[src/rtl/adc_rearm_pkg.sv]
package adc_rearm_pkg;

  typedef enum logic [2:0] {
    ST_IDLE  = 3'd0,
    ST_REARM = 3'd1,
    ST_HOLD  = 3'd2,
    ST_START = 3'd3,
    ST_CONV  = 3'd4
  } seq_state_e;

endpackage

[src/rtl/adc_rearm_rst_sync.sv]
module adc_rearm_rst_sync #(
  parameter int STAGES = 2
) (
  input  logic clk,
  input  logic rst_n_i,
  output logic rst_n_o
);

  logic [STAGES-1:0] sync_q;

  always_ff @(posedge clk or negedge rst_n_i) begin
    if (!rst_n_i) sync_q <= '0;
    else          sync_q <= {sync_q[STAGES-2:0], 1'b1};
  end

  assign rst_n_o = sync_q[STAGES-1];

endmodule

[src/rtl/adc_rearm_policy.sv]
module adc_rearm_policy (
  input  logic clk,
  input  logic rst_n,
  input  logic adc_en,
  input  logic accept,
  input  logic lf_mode,
  input  logic autooff_mode,
  input  logic wait_mode,
  output logic need_rearm
);

  logic first_seen_q;
  logic first_seen_d;
  logic first_seen_en;

  always_comb begin
    first_seen_en = !adc_en || accept;
    first_seen_d  = adc_en && accept;
  end

  always_ff @(posedge clk or negedge rst_n) begin
    if (!rst_n)             first_seen_q <= 1'b0;
    else if (first_seen_en) first_seen_q <= first_seen_d;
  end

  assign need_rearm = lf_mode && !autooff_mode && !(wait_mode && first_seen_q);

endmodule

[src/rtl/adc_rearm_hold.sv]
module adc_rearm_hold #(
  parameter int REARM_DLY = 2
) (
  input  logic clk,
  input  logic rst_n,
  input  logic load,
  input  logic run,
  output logic expired
);

  localparam int CW = (REARM_DLY > 2) ? $clog2(REARM_DLY) : 1;
  localparam logic [CW-1:0] LAST = CW'(REARM_DLY - 2);

  logic [CW-1:0] cnt_q;
  logic [CW-1:0] cnt_d;
  logic          cnt_en;

  assign expired = run && (cnt_q == LAST);

  always_comb begin
    cnt_en = load || (run && !expired);
    cnt_d  = load ? '0 : cnt_q + 1'b1;
  end

  always_ff @(posedge clk or negedge rst_n) begin
    if (!rst_n)      cnt_q <= '0;
    else if (cnt_en) cnt_q <= cnt_d;
  end

endmodule

[src/rtl/adc_rearm_seq.sv]
module adc_rearm_seq
  import adc_rearm_pkg::*;
#(
  parameter int REARM_DLY  = 2,
  parameter int SYNC_STAGE = 2
) (
  input  logic clk,
  input  logic rst_n,
  input  logic adc_en,
  input  logic lf_mode,
  input  logic autooff_mode,
  input  logic wait_mode,
  input  logic sw_trig,
  input  logic hw_trig,
  input  logic conv_done,
  output logic rearm_o,
  output logic start_o,
  output logic busy_o,
  output logic trig_drop_o
);

  logic       rst_q_n;
  seq_state_e state_q;
  seq_state_e state_d;
  logic       state_en;
  logic       trig_any;
  logic       is_idle;
  logic       accept;
  logic       drop_d;
  logic       drop_q;
  logic       need_rearm;
  logic       hold_expired;

  adc_rearm_rst_sync #(.STAGES(SYNC_STAGE)) u_rst (
    .clk     (clk),
    .rst_n_i (rst_n),
    .rst_n_o (rst_q_n)
  );

  adc_rearm_policy u_policy (
    .clk          (clk),
    .rst_n        (rst_q_n),
    .adc_en       (adc_en),
    .accept       (accept),
    .lf_mode      (lf_mode),
    .autooff_mode (autooff_mode),
    .wait_mode    (wait_mode),
    .need_rearm   (need_rearm)
  );

  adc_rearm_hold #(.REARM_DLY(REARM_DLY)) u_hold (
    .clk     (clk),
    .rst_n   (rst_q_n),
    .load    (state_q == ST_REARM),
    .run     (state_q == ST_HOLD),
    .expired (hold_expired)
  );

  always_comb begin
    trig_any = sw_trig || hw_trig;
    is_idle  = (state_q == ST_IDLE);
    accept   = adc_en && is_idle && trig_any;
    drop_d   = adc_en && !is_idle && trig_any;
  end

  always_comb begin
    state_d = state_q;
    if (!adc_en) begin
      state_d = ST_IDLE;
    end else begin
      unique case (state_q)
        ST_IDLE:  if (accept) state_d = need_rearm ? ST_REARM : ST_START;
        ST_REARM: state_d = ST_HOLD;
        ST_HOLD:  if (hold_expired) state_d = ST_START;
        ST_START: state_d = ST_CONV;
        ST_CONV:  if (conv_done) state_d = ST_IDLE;
        default:  state_d = ST_IDLE;
      endcase
    end
    state_en = (state_d != state_q);
  end

  always_ff @(posedge clk or negedge rst_q_n) begin
    if (!rst_q_n)      state_q <= ST_IDLE;
    else if (state_en) state_q <= state_d;
  end

  always_ff @(posedge clk or negedge rst_q_n) begin
    if (!rst_q_n) drop_q <= 1'b0;
    else          drop_q <= drop_d;
  end

  assign rearm_o     = (state_q == ST_REARM);
  assign start_o     = (state_q == ST_START);
  assign busy_o      = !is_idle;
  assign trig_drop_o = drop_q;

endmodule

[config.mk]
export PLATFORM = sky130hd
export DESIGN_NAME = adc_rearm_seq
export DESIGN_NICKNAME = d
export VERILOG_FILES = /design/src/rtl/adc_rearm_pkg.sv /design/src/rtl/adc_rearm_rst_sync.sv /design/src/rtl/adc_rearm_policy.sv /design/src/rtl/adc_rearm_hold.sv /design/src/rtl/adc_rearm_seq.sv
export SDC_FILE = /design/constraint.sdc
export NUM_CORES = 1
export LEC_CHECK = 0
export BUFFER_PORTS_ARGS = -buffer_cell sky130_fd_sc_hd__clkbuf_2
export CORE_AREA = 2 2 39 41
export DETAILED_ROUTE_END_ITERATION = 10
export DIE_AREA = 0 0 41 43
export MAX_ROUTING_LAYER = met4
export PLACE_DENSITY_LB_ADDON = 0.1
export SLEW_MARGIN = 10
export SYNTH_ARGS = -nofsm -noshare
export SYNTH_HDL_FRONTEND = slang
export SYNTH_SLANG_ARGS = --single-unit
[constraint.sdc]
create_clock -name clk -period 1.5 [get_ports clk]
set_clock_uncertainty 0.15 [all_clocks]
set_input_delay 0.225 -clock clk [delete_from_list [all_inputs] [get_ports clk]]
set_output_delay 0.225 -clock clk [all_outputs]
set_load 0.02 [all_outputs]
# Word-level counts from Yosys, hierarchy flattened
# Cells that the tools add are included.
[op_classes]
eq_ne = 5
n_bitwise = 1
reduce_logical = 19
n_addsub = 1
muxes = 7
[ops]
columns = ["operator", "n"]
rows = [
  ["$pmux W3 S5", 1],
  ["$mux W3", 4],
  ["$logic_and A1 B1 Y1", 10],
  ["$eq A3 B2 Y1 const B", 2],
  ["$logic_not A1 Y1", 5],
  ["$eq A3 B1 Y1 const B", 1],
  ["$eq A3 B3 Y1 const B", 1],
  ["$logic_not A3 Y1", 1],
  ["$logic_or A1 B1 Y1", 3],
  ["$ne A3 B3 Y1", 1],
  ["$mux W2", 1],
  ["$add A1 B1 Y1 const B", 1],
  ["$mux W1", 1],
  ["$not A1 Y1", 1],
]
[totals]
reg_bits = 8
word_cells = 38

# Depth between registers and ports, before layout
# Gate-level depths: netlist (run 1).
[depth]
depth_word = 8
depth_mapped = 4
depth_no_buf = 3

# Hierarchy
# Synthesis (run 1) repeated with hierarchy kept, for this count alone.
[unflattened]
cells_unflattened = 31
hier_area_um2 = 370.4
[by_module_without_submodules]
columns = ["mod", "area_per_inst_um2", "cells_each", "n_inst"]
rows = [
  ["adc_rearm_seq", 221.5, 21, 1],
  ["adc_rearm_rst_sync", 53.8, 3, 1],
  ["adc_rearm_policy", 48.8, 4, 1],
  ["adc_rearm_hold", 46.3, 3, 1],
]

# Worst setup path after synthesis (run 1)
# Ideal clock, no wire load.
[synth_path]
path_kind = "register to register"
startpoint = "reg state_q[1]"
endpoint = "reg state_q[1]"
arrival_ns = 1.148
path_slack_ns = 0.075
path_stages_with_launch = 5
n_path_buf = 1
t_required_ns = 1.223
path_cell_list = "dfrtp_1 buf_6 or4b_1 a21oi_1 nor3_1"
[synth_between]
elab_chain_len = 7
word_cells_on_any_way = 14
classes_between = "eq/ne: 5; mux: 5; reduce/logical: 4"
[synth_lines]
columns = ["element", "line", "source"]
rows = [
  ["start, declared", "adc_rearm_seq.sv:23", "seq_state_e state_q;"],
  ["start signal, assigned", "adc_rearm_seq.sv:85", "else if (state_en) state_q <= state_d;"],
  ["$logic_not A3 Y1", "adc_rearm_seq.sv:61, adc_rearm_seq.sv:71", ""],
  ["$logic_and A1 B1 Y1 (2 in a row)", "adc_rearm_seq.sv:62", "accept = adc_en && is_idle && trig_any;"],
  ["$mux W3", "adc_rearm_seq.sv:72", "ST_IDLE: if (accept) state_d = need_rearm ? ST_REARM : ST_START;"],
  ["$pmux W3 S5", "adc_rearm_seq.sv:71", "unique case (state_q)"],
  ["$mux W3", "adc_rearm_seq.sv:68", "if (!adc_en) begin"],
  ["$ne A3 B3 Y1", "adc_rearm_seq.sv:80", "state_en = (state_d != state_q);"],
]
# Several ways; a longest one is shown, not always the timed one.
# A chain may end at the register's enable or synchronous reset.

# Worst setup path in the final report (run 1)
[layout_path]
startpoint = "reg state_q[2]"
endpoint = "out busy_o"
[layout_between]
elab_chain_len = 2
[layout_lines]
columns = ["element", "line", "source"]
rows = [
  ["$logic_not A3 Y1", "adc_rearm_seq.sv:61", "is_idle = (state_q == ST_IDLE);"],
  ["$logic_not A1 Y1", "adc_rearm_seq.sv:95", "assign busy_o = !is_idle;"],
  ["end, declared", "adc_rearm_seq.sv:18", "output logic busy_o,"],
]
# No other way between the ends.

==> summary.md, run 1 <==
| Metric | Value |
|---|---|
| Post-synthesis net count | 40 |
| Placed wire-length estimate after detailed placement | 552.5 µm |
| Worst path setup slack after routing | -0.06026 ns |
| Die footprint | 1763 µm² |
| Clk root buf | sky130_fd_sc_hd__clkbuf_4 |
| Kind of critical path | reg2out |
| Wl on met1 | 328 µm |
| Number of placement rows | 14 |
| Result of the run | complete, but fails checks |
| Vias per inst | 4.462 |
| Core box area | 1384 µm² |
| Worst-path cell chain | or3_4 -> buf_8 |
| Global-route usage over all layers | 10.79% |
| Arrival time at the worst endpoint | 1.19 ns |
| Register bit count reported by yosys | 8 |
| Total power after layout | 535.2 µW |
| Maximum number of pins on one net before global-route repair | 8 |
| Final period util | 104.0% |
| Wire length per cell after detailed routing | 11.18 µm |
| Max Fanout on Critical Path | 6 |
| Peak supply drop | 0.0003859 V |
| Clock Latency Late Sink | 0.25 ns |
| Portion of the post-synthesis area used by sequential elements | 57.76% |
| Largest cells by area after synthesis | sky130_fd_sc_hd__dfrtp_1 58%, sky130_fd_sc_hd__o21a_1 4.3%, sky130_fd_sc_hd__nand2b_1 3.6%, sky130_fd_sc_hd__buf_6 3.2%, sky130_fd_sc_hd__nor3_1 2.9% |
| TritonCTS buffer count | 3 |
| Number of unique standard cell types used by synthesis | 19 |
| Slowest-stage cell, CP | sky130_fd_sc_hd__dfrtp_2 |
| Area share of the largest cell type after synthesis | 57.76% |
| Violations in the final reports | setup timing |
| Post-Syn Instances | 31 |
| Setup repair after global routing missed its margin | yes |
| Number of DRC violations after detailed-routing iteration 0 | 2 |
| Initial Utilization | 25.05% |
| Max-cap viol count | 0 |
| Total count of max-transition violations in the final report | 0 |
| Routed wl met3 | 45 µm |
| RD Place Congestion | 0.7125 |
| Number of warnings issued by yosys | 0 |
| Post-synthesis cell type with the largest combined area | sky130_fd_sc_hd__dfrtp_1 |
| TritonCTS sink count | 8 |
| Max stage delay on crit path | 0.44 ns |
| Area Growth Syn to Fin | 47.29% |
| Fin nets | 60 |
| First-pass GRT wire length | 1138 µm |
| Share of post-route cells with drive strength above 1 | 44.90% |
| Residual antenna-violating net count after detailed routing | 0 |
| Endpoint class of the critical path | output port |
| Final non-filler cell area | 510.5 µm² |
| Final-report setup violation count | 3 |
| Required time worst endpoint | 1.12 ns |
| Number of remaining DRC errors | 0 |
| Standard cell area after detailed placement | 425.4 µm² |
| Uppermost metal layer occupied by signal nets | met4 |
| Cell area after synthesis | 346.6 µm² |
| F_max | 640.9 MHz |
| Vias in the first global route | 278 |
| Startpoint types | flop |
| Post-route minimum period | 1.560 ns |
| Number of antenna violations at the first check in global routing | 0 |
| CTS tree | built |
| Hold Path Class | in2reg |
| Count of port buffers added during placement | 12 |
| Top Ports | 13 |
| Mean Syn Cell Area | 11.18 µm² |
| Remaining Overflow, GRT | 0 |
| Via count of the routed design | 290 |
| Maximum count of clock buffers along a single path | 2 |
| Power per cell area | 1048 nW/µm² |
| Total count of hold-check failures in the final report | 0 |
| Die boundary height | 43 µm |
| WL met2 | 343 µm |
| DRT Pass-1 Iters | 3 |
| Width of the die | 41 µm |
| Static leakage | 0.0002393 µW |
| CTS clock-pin slew for the worst setup and hold paths | 0.05 ns |
| # diodes | 0 |
| Total Wirelength | 727 µm |
| H-tree level count | 1 |
layout by cell type, fill, tap and decap left out:
cell                            instances
sky130_fd_sc_hd__clkbuf_2               9
sky130_fd_sc_hd__dfrtp_1                7
sky130_fd_sc_hd__buf_4                  4
sky130_fd_sc_hd__clkbuf_4               3
sky130_fd_sc_hd__nand2_1                2
sky130_fd_sc_hd__o21ai_0                2
sky130_fd_sc_hd__nor3_1                 2
sky130_fd_sc_hd__nand2b_1               2
sky130_fd_sc_hd__o21a_1                 2
sky130_fd_sc_hd__dlygate4sd3_1          2
sky130_fd_sc_hd__nor2_2                 1
sky130_fd_sc_hd__nor3b_2                1
sky130_fd_sc_hd__or3_4                  1
sky130_fd_sc_hd__nor2b_1                1
sky130_fd_sc_hd__a2111oi_0              1
sky130_fd_sc_hd__xnor2_1                1
sky130_fd_sc_hd__nor4b_1                1
sky130_fd_sc_hd__or4b_1                 1
sky130_fd_sc_hd__a21oi_1                1
sky130_fd_sc_hd__nor4_1                 1
sky130_fd_sc_hd__buf_8                  1
sky130_fd_sc_hd__clkbuf_8               1
sky130_fd_sc_hd__dfrtp_2                1
sky130_fd_sc_hd__conb_1                 1
cells in the mapped netlist:
cell,n
sky130_fd_sc_hd__a2111oi_0,1
sky130_fd_sc_hd__a21oi_1,1
sky130_fd_sc_hd__buf_6,1
sky130_fd_sc_hd__clkbuf_2,1
sky130_fd_sc_hd__conb_1,1
sky130_fd_sc_hd__dfrtp_1,8
sky130_fd_sc_hd__nand2_1,2
sky130_fd_sc_hd__nand2b_1,2
sky130_fd_sc_hd__nor2_1,1
sky130_fd_sc_hd__nor2b_1,1
sky130_fd_sc_hd__nor3_1,2
sky130_fd_sc_hd__nor3b_1,1
sky130_fd_sc_hd__nor4_1,1
sky130_fd_sc_hd__nor4b_1,1
sky130_fd_sc_hd__o21a_1,2
sky130_fd_sc_hd__o21ai_0,2
sky130_fd_sc_hd__or3_1,1
sky130_fd_sc_hd__or4b_1,1
sky130_fd_sc_hd__xnor2_1,1
area by class of cell:
type | count | area [µm²]
Fill cell | 158 | 873.3
Sequential cell | 8 | 201.4
Multi-Input combinational cell | 21 | 142.6
Timing Repair Buffer | 17 | 123.9
Clock buffer | 3 | 22.52
Tap cell | 16 | 20.02
logic make-up (layout without fill, tap and decap cells):
logic type,after synthesis,after routing,synth area share [%]
XOR/XNOR,1,1,2.528
AO/OA/AOI/OAI,6,6,11.19
buffers and inverters,2,20,4.692
AND/OR/NAND/NOR,13,13,22.75
flip-flops,8,8,57.76
other,1,1,1.082
final timing paths:
path | start | end | slack (ns) | cells past startpoint
min in group asynchronous | rst_n | u_rst.sync_q[0] | 0.15 | 2
max in group asynchronous | u_rst.sync_q[1] | state_q[2] | 0.46 | 1
min reg2reg | u_rst.sync_q[0] | u_rst.sync_q[1] | 0.20 | 0
min | adc_en | state_q[2] | 0.08 | 2
max reg2reg | state_q[0] | state_q[1] | 0.13 | 3
max | state_q[2] | busy_o | -0.06 | 2
routing by layer:
metal  vias to the layer above  GRT usage [%]
li1                        145              -
met1                       136          11.88
met2                         7          13.75
met3                         2          4.712
met4                         0          10.00
met5                         -              -
registers in the layout, summed over array words and instances (netlist names):
signal and cells:
trig_drop_o 1, u_hold.cnt_q 1, u_rst.sync_q 2, u_policy.first_seen_q 1, state_q 3
power by group:
| part | switching, µW | internal (µW) | total (µW) |
|---|---|---|---|
| registers | 11.6 | 234 | 245 |
| logic | 60.6 | 69.1 | 130 |
| clock network | 68.9 | 91.3 | 160 |
| total | 141 | 394 | 535 |
timing repair:
item | in CTS | in global routing
resized for setup | 7 | 4
hold buffers | 2 | 0
buffers inserted | 0 | 1
setup endpoints to repair | 3 | 3
endpoints found under the hold margin | 8 | 0
stage by stage:
| stage | TNS [ns] | worst slack, ns | util, % | hold WS, ns | std cells |
|---|---|---|---|---|---|
| 4_1_cts | -0.2253 | -0.09303 | 35.80 | 0.08384 | 64 |
| 5_1_grt | -0.3179 | -0.1248 | 36.89 | 0.07743 | 65 |
| 2_1_floorplan | 0 | 0.07480 | - | -0.2206 | 31 |
| 3_5_place_dp | 0 | 0.1248 | 30.74 | -0.1369 | 59 |
| 6_report | -0.1046 | -0.06026 | 36.89 | 0.08225 | 65 |
| 3_3_place_gp | 0 | 0.1575 | 30.74 | -0.1394 | 59 |
critical path: cells and delay by family, from the launching register on:
family,cells,cell delay (ns)
flops,1,0.44
simple gates,1,0.36
buf+inv,1,0.14
Power figures use the tool's default switching activity.
==> run 2, diff against run 1 <==
==> constraint.sdc (replaced) <==
create_clock -name clk -period 1.76 [get_ports clk]
set_clock_uncertainty 0.15 [all_clocks]
set_input_delay 0.264 -clock clk [delete_from_list [all_inputs] [get_ports clk]]
set_output_delay 0.264 -clock clk [all_outputs]
set_load 0.02 [all_outputs]
==> run 2 against run 1 <==
Effect of this change:
- sequential share of layout area up 2.9 points
- design area shrank 6.4%
- global-route usage is 0.19 points lower
- the flow now finishes without violations
==> summary.md, run 2 (synthesis gave the netlist of run 1 again) <==
| Metric | Value |
|---|---|
| Result of the run | finished clean |
| Placed wire-length estimate after detailed placement | 540.7 µm |
| Fin nets | 60 |
| H-tree level count | 1 |
| Finished Layout Cells | 65 |
| CTS clock-pin slew for the worst setup and hold paths | 0.05 ns |
| Total count of max-transition violations in the final report | 0 |
| Max-cap viol count | 0 |
| Post-route minimum period | 1.686 ns |
| Count of port buffers added during placement | 12 |
| Endpoint class of the critical path | output port |
| Via count of the routed design | 288 |
| Leading cell types in the layout, fill and taps excluded | 12 x sky130_fd_sc_hd__clkbuf_2, 6 x sky130_fd_sc_hd__dfrtp_1, 3 x sky130_fd_sc_hd__clkbuf_4, 3 x sky130_fd_sc_hd__buf_4 |
| Share of post-route cells with drive strength above 1 | 40.82% |
| TritonCTS sink count | 8 |
| First-pass GRT wire length | 1173 µm |
| Static leakage | 0.0002290 µW |
| Die footprint | 1763 µm² |
| Area Growth Syn to Fin | 37.91% |
| End point of the most critical hold path | state_q[2] |
| Number of antenna violations at the first check in global routing | 0 |
| Final period util | 95.82% |
| Arrival time at the worst endpoint | 1.27 ns |
| Total Wirelength | 748 µm |
| Clk root buf | sky130_fd_sc_hd__clkbuf_4 |
| Vias in the first global route | 275 |
| Setup repair after global routing missed its margin | no |
| Internal portion of total power | 322.2 µW |
| Required time worst endpoint | 1.35 ns |
| Most common cell after layout, fill and taps aside | sky130_fd_sc_hd__clkbuf_2 |
| RD Place Congestion | 0.6838 |
| Power per cell area | 923.1 nW/µm² |
| Number of remaining DRC errors | 0 |
| Wire length per cell after detailed routing | 11.51 µm |
| Maximum number of pins on one net before global-route repair | 10 |
| Number of filler cells placed in the layout | 138 |
| Source of the worst register-to-register timing path | state_q[0] |
| Initial Utilization | 25.05% |
| Count of cells along the worst hold path | 2 |
| Vias per inst | 4.431 |
| Reg with most FFs | state_q |
| Final-report setup violation count | 0 |
| Startpoint types | flop |
| Number of placement rows | 14 |
| TritonCTS buffer count | 3 |
| Top Ports | 13 |
| Net Sw Frac | 26.97% |
| Largest registers in the final layout | state_q x3, u_rst.sync_q x2 |
| Combinational share of power | 20.2% |
| # diodes | 0 |
| Clock Latency Late Sink | 0.25 ns |
| F_max | 593.0 MHz |
| Hold Path Class | in2reg |
| Maximum count of clock buffers along a single path | 2 |
| Total instance count after detailed placement | 57 |
| Sum of negative setup slack | 0 ns |
| Core box area | 1384 µm² |
| Width of the die | 41 µm |
| Global-route usage over all layers | 10.60% |
| Register share of total power | 48.6% |
| CTS tree | built |
| DRT Pass-1 Iters | 2 |
| Endpoint of the lowest-slack register-to-register path | state_q[1] |
| Clock network fraction of design power | 31.2% |
| Total power after layout | 441.2 µW |
| Setup slack, reg-to-reg | 0.35 ns |
| Remaining Overflow, GRT | 0 |
| Number of DRC violations after detailed-routing iteration 0 | 3 |
| Worst Reg2Reg Path Length in Cells | 3 |
| Residual antenna-violating net count after detailed routing | 0 |
| Total count of hold-check failures in the final report | 0 |
| Max Fanout on Critical Path | 8 |
| Die boundary height | 43 µm |
| Origin of the worst min-delay path | adc_en |
| Kind of critical path | reg2out |
| Net switching power | 119.0 µW |
| Peak supply drop | 0.0003647 V |
| Number of flip-flops under the largest register name | 3 |
run 2: layout make-up:
| class | count | area, µm² | area share (%) |
|---|---|---|---|
| clock buffers | 3 | 22.52 | 4.712 |
| multi-input cells | 21 | 130.1 | 27.23 |
| flip-flops and latches | 8 | 202.7 | 42.41 |
| well taps | 16 | 20.02 | 4.188 |
| repair buffers | 17 | 102.6 | 21.47 |
run 2: critical path: stages (launching register included):
cell and delay (ns):
sky130_fd_sc_hd__dfrtp_2 0.45, sky130_fd_sc_hd__or3_1 0.40, sky130_fd_sc_hd__clkbuf_2 0.18
run 2: how the worst max path moves through the flow:
stage	from	endpoint	slack, ns
2_1_floorplan	state_q[1]	rearm_o	0.32
3_3_place_gp	state_q[1]	busy_o	0.30
3_5_place_dp	state_q[1]	busy_o	0.29
4_1_cts	state_q[1]	busy_o	0.003
5_1_grt	state_q[0]	busy_o	0.02
6_report	state_q[0]	busy_o	0.07
run 2: timing repair:
| item | 4_1_cts | 5_1_grt |
|---|---|---|
| resized for setup | 0 | 2 |
| hold buffers | 2 | 0 |
| buffers inserted | 0 | 3 |
| setup endpoints to repair | 0 | 1 |
| endpoints found under the hold margin | 8 | 0 |
run 2: through the flow:
stage	instance area [µm²]	utilization (%)	worst slack [ns]	hold slack, ns
floorplan	346.6	-	0.3247	-0.1816
detailed placement	410.4	29.66	0.2876	-0.09980
CTS	452.9	32.73	0.002839	0.1184
finish	478.0	34.54	0.07364	0.1380
global placement	410.4	29.66	0.2982	-0.1005
global route	478.0	34.54	0.02232	0.1304
run 2: power groups by stage:
stage | clock [µW] | sequential [µW] | combinational (µW)
detailed placement | 0 | 222 | 68.0
global route | 160 | 215 | 97.6
floorplan | 0 | 212 | 55.3
CTS | 149 | 216 | 74.5
finish | 138 | 214 | 89.1
global placement | 0 | 221 | 67.7
run 2: layer usage:
| layer | wire (µm) | global-route usage, % | vias up |
|---|---|---|---|
| met5 | 0 | - | - |
| met4 | 10 | 8.000 | 0 |
| met3 | 48 | 4.712 | 2 |
| met2 | 366 | 13.44 | 7 |
| met1 | 323 | 12.62 | 131 |
| li1 | - | - | 148 |
==> run 3, diff against run 2 <==
==> constraint.sdc (replaced) <==
create_clock -name clk -period 1.66 [get_ports clk]
set_clock_uncertainty 0.15 [all_clocks]
set_input_delay 0.249 -clock clk [delete_from_list [all_inputs] [get_ports clk]]
set_output_delay 0.249 -clock clk [all_outputs]
set_load 0.02 [all_outputs]
==> run 3 against run 2 <==
Effect of this change:
- critical path depth unchanged
- clock power increased by 6%
- register-to-register slack got worse by 0.24 ns
- design area unchanged
- hold slack got worse by 0.011 ns
- setup slack got worse by 0.024 ns
- largest power group unchanged
==> summary.md, run 3 (synthesis gave the netlist of run 1 again) <==
| Metric | Value |
|---|---|
| Total Wirelength | 799 µm |
| Total instance count after detailed placement | 57 |
| Vias in the first global route | 294 |
| Number of filler cells placed in the layout | 140 |
| Remaining Overflow, GRT | 0 |
| CTS clock-pin slew for the worst setup and hold paths | 0.05 ns |
| Reg with most FFs | state_q |
| TritonCTS buffer count | 3 |
| Total count of hold-check failures in the final report | 0 |
| Count of port buffers added during placement | 12 |
| Worst Reg2Reg Path Length in Cells | 4 |
| Arrival time at the worst endpoint | 1.21 ns |
| Number of remaining DRC errors | 0 |
| Origin of the worst min-delay path | adc_en |
| Most common cell after layout, fill and taps aside | sky130_fd_sc_hd__clkbuf_2 |
| Peak supply drop | 0.0003831 V |
| H-tree level count | 1 |
| # diodes | 0 |
| Placed wire-length estimate after detailed placement | 540.7 µm |
| Setup slack, reg-to-reg | 0.11 ns |
| Residual antenna-violating net count after detailed routing | 0 |
| Count of cells along the worst hold path | 2 |
| Top Ports | 13 |
| Via count of the routed design | 286 |
| Maximum count of clock buffers along a single path | 2 |
| Hold Path Class | in2reg |
| Maximum number of pins on one net before global-route repair | 9 |
| RD Place Congestion | 0.6838 |
| Number of DRC violations after detailed-routing iteration 0 | 5 |
| End point of the most critical hold path | state_q[2] |
| Max Fanout on Critical Path | 3 |
| Fin nets | 59 |
| Max-cap viol count | 0 |
| F_max | 621.0 MHz |
| Result of the run | finished clean |
| Final period util | 97.00% |
| Vias per inst | 4.469 |
| CTS tree | built |
| Share of post-route cells with drive strength above 1 | 41.67% |
| Finished Layout Cells | 64 |
| Clock Latency Late Sink | 0.25 ns |
| Final core occ | 34.54% |
| Largest registers in the final layout | state_q x3, u_rst.sync_q x2 |
| Leading cell types in the layout, fill and taps excluded | 11 x sky130_fd_sc_hd__clkbuf_2, 6 x sky130_fd_sc_hd__dfrtp_1, 3 x sky130_fd_sc_hd__clkbuf_4, 3 x sky130_fd_sc_hd__buf_4 |
| First-pass GRT wire length | 1304 µm |
| Endpoint class of the critical path | output port |
| Total count of max-transition violations in the final report | 0 |
| Required time worst endpoint | 1.26 ns |
| Number of placement rows | 14 |
| Power per cell area | 985.6 nW/µm² |
| Wire length per cell after detailed routing | 12.48 µm |
| Clk root buf | sky130_fd_sc_hd__clkbuf_4 |
| Kind of critical path | reg2out |
| Area Growth Syn to Fin | 37.91% |
| Static leakage | 0.0002248 µW |
| Number of flip-flops under the largest register name | 3 |
| Post-route minimum period | 1.610 ns |
| Startpoint types | flop |
| Die footprint | 1763 µm² |
| Number of antenna violations at the first check in global routing | 0 |
| TritonCTS sink count | 8 |
| Width of the die | 41 µm |
| Endpoint of the lowest-slack register-to-register path | state_q[1] |
| Final-report setup violation count | 0 |
| Initial Utilization | 25.05% |
| DRT Pass-1 Iters | 2 |
| Source of the worst register-to-register timing path | state_q[1] |
| Global-route usage over all layers | 11.85% |
| Die boundary height | 43 µm |
| Core box area | 1384 µm² |
[run 3: worst max-delay path by stage]
stage	startpoint	end	slack, ns	depth (start not counted)
floorplan	state_q[1]	state_q[1]	0.23	4
global placement	state_q[1]	busy_o	0.21	2
detailed placement	state_q[1]	busy_o	0.20	2
CTS	state_q[1]	busy_o	0.005	2
global route	state_q[1]	rearm_o	-0.003	3
finish	state_q[1]	busy_o	0.05	2
[run 3: critical path, cell delays in order, from the launching register on]
cell,delay [ns]
sky130_fd_sc_hd__dfrtp_2,0.41
sky130_fd_sc_hd__or3_4,0.39
sky130_fd_sc_hd__buf_4,0.16
[run 3: layout make-up]
type | instances | area, µm² | share of cell area, %
flip-flops and latches | 8 | 202.7 | 42.41
multi-input cells | 21 | 135.1 | 28.27
repair buffers | 16 | 97.59 | 20.42
clock buffers | 3 | 22.52 | 4.712
well taps | 16 | 20.02 | 4.188
[run 3: report_power, final]
part,leakage (µW),internal [µW],switching [µW]
Sequential,0.0000995,212,9.80
Clock,0.0000138,82.6,63.5
Combinational,0.000111,49.2,54.0
[run 3: per-layer routing]
layer	GRT usage (%)	vias up	wire length (µm)
met1	13.62	131	311
met4	8.000	0	10
met5	-	-	0
met3	4.712	2	56
li1	-	146	-
met2	16.25	7	422
[run 3: stage by stage]
step / total power, µW / setup TNS (ns) / hold WS, ns / setup WS (ns) / instance area, µm²
2_1_floorplan: 283.5 / 0 / -0.1966 / 0.2348 / 346.6
6_report: 471.1 / 0 / 0.1274 / 0.04978 / 478.0
4_1_cts: 477.7 / 0 / 0.1034 / 0.004579 / 473.0
3_3_place_gp: 305.9 / 0 / -0.1155 / 0.2132 / 410.4
5_1_grt: 509.1 / -0.003479 / 0.1203 / -0.003479 / 478.0
3_5_place_dp: 307.0 / 0 / -0.1148 / 0.2026 / 410.4
[run 3: what timing repair did]
| item | 4_1_cts | 5_1_grt |
|---|---|---|
| hold endpoints to repair | 8 | 0 |
| setup endpoints to repair | 1 | 1 |
| hold buffers | 2 | 0 |
| resized for setup | 3 | 2 |
| setup buffers | 2 | 0 |
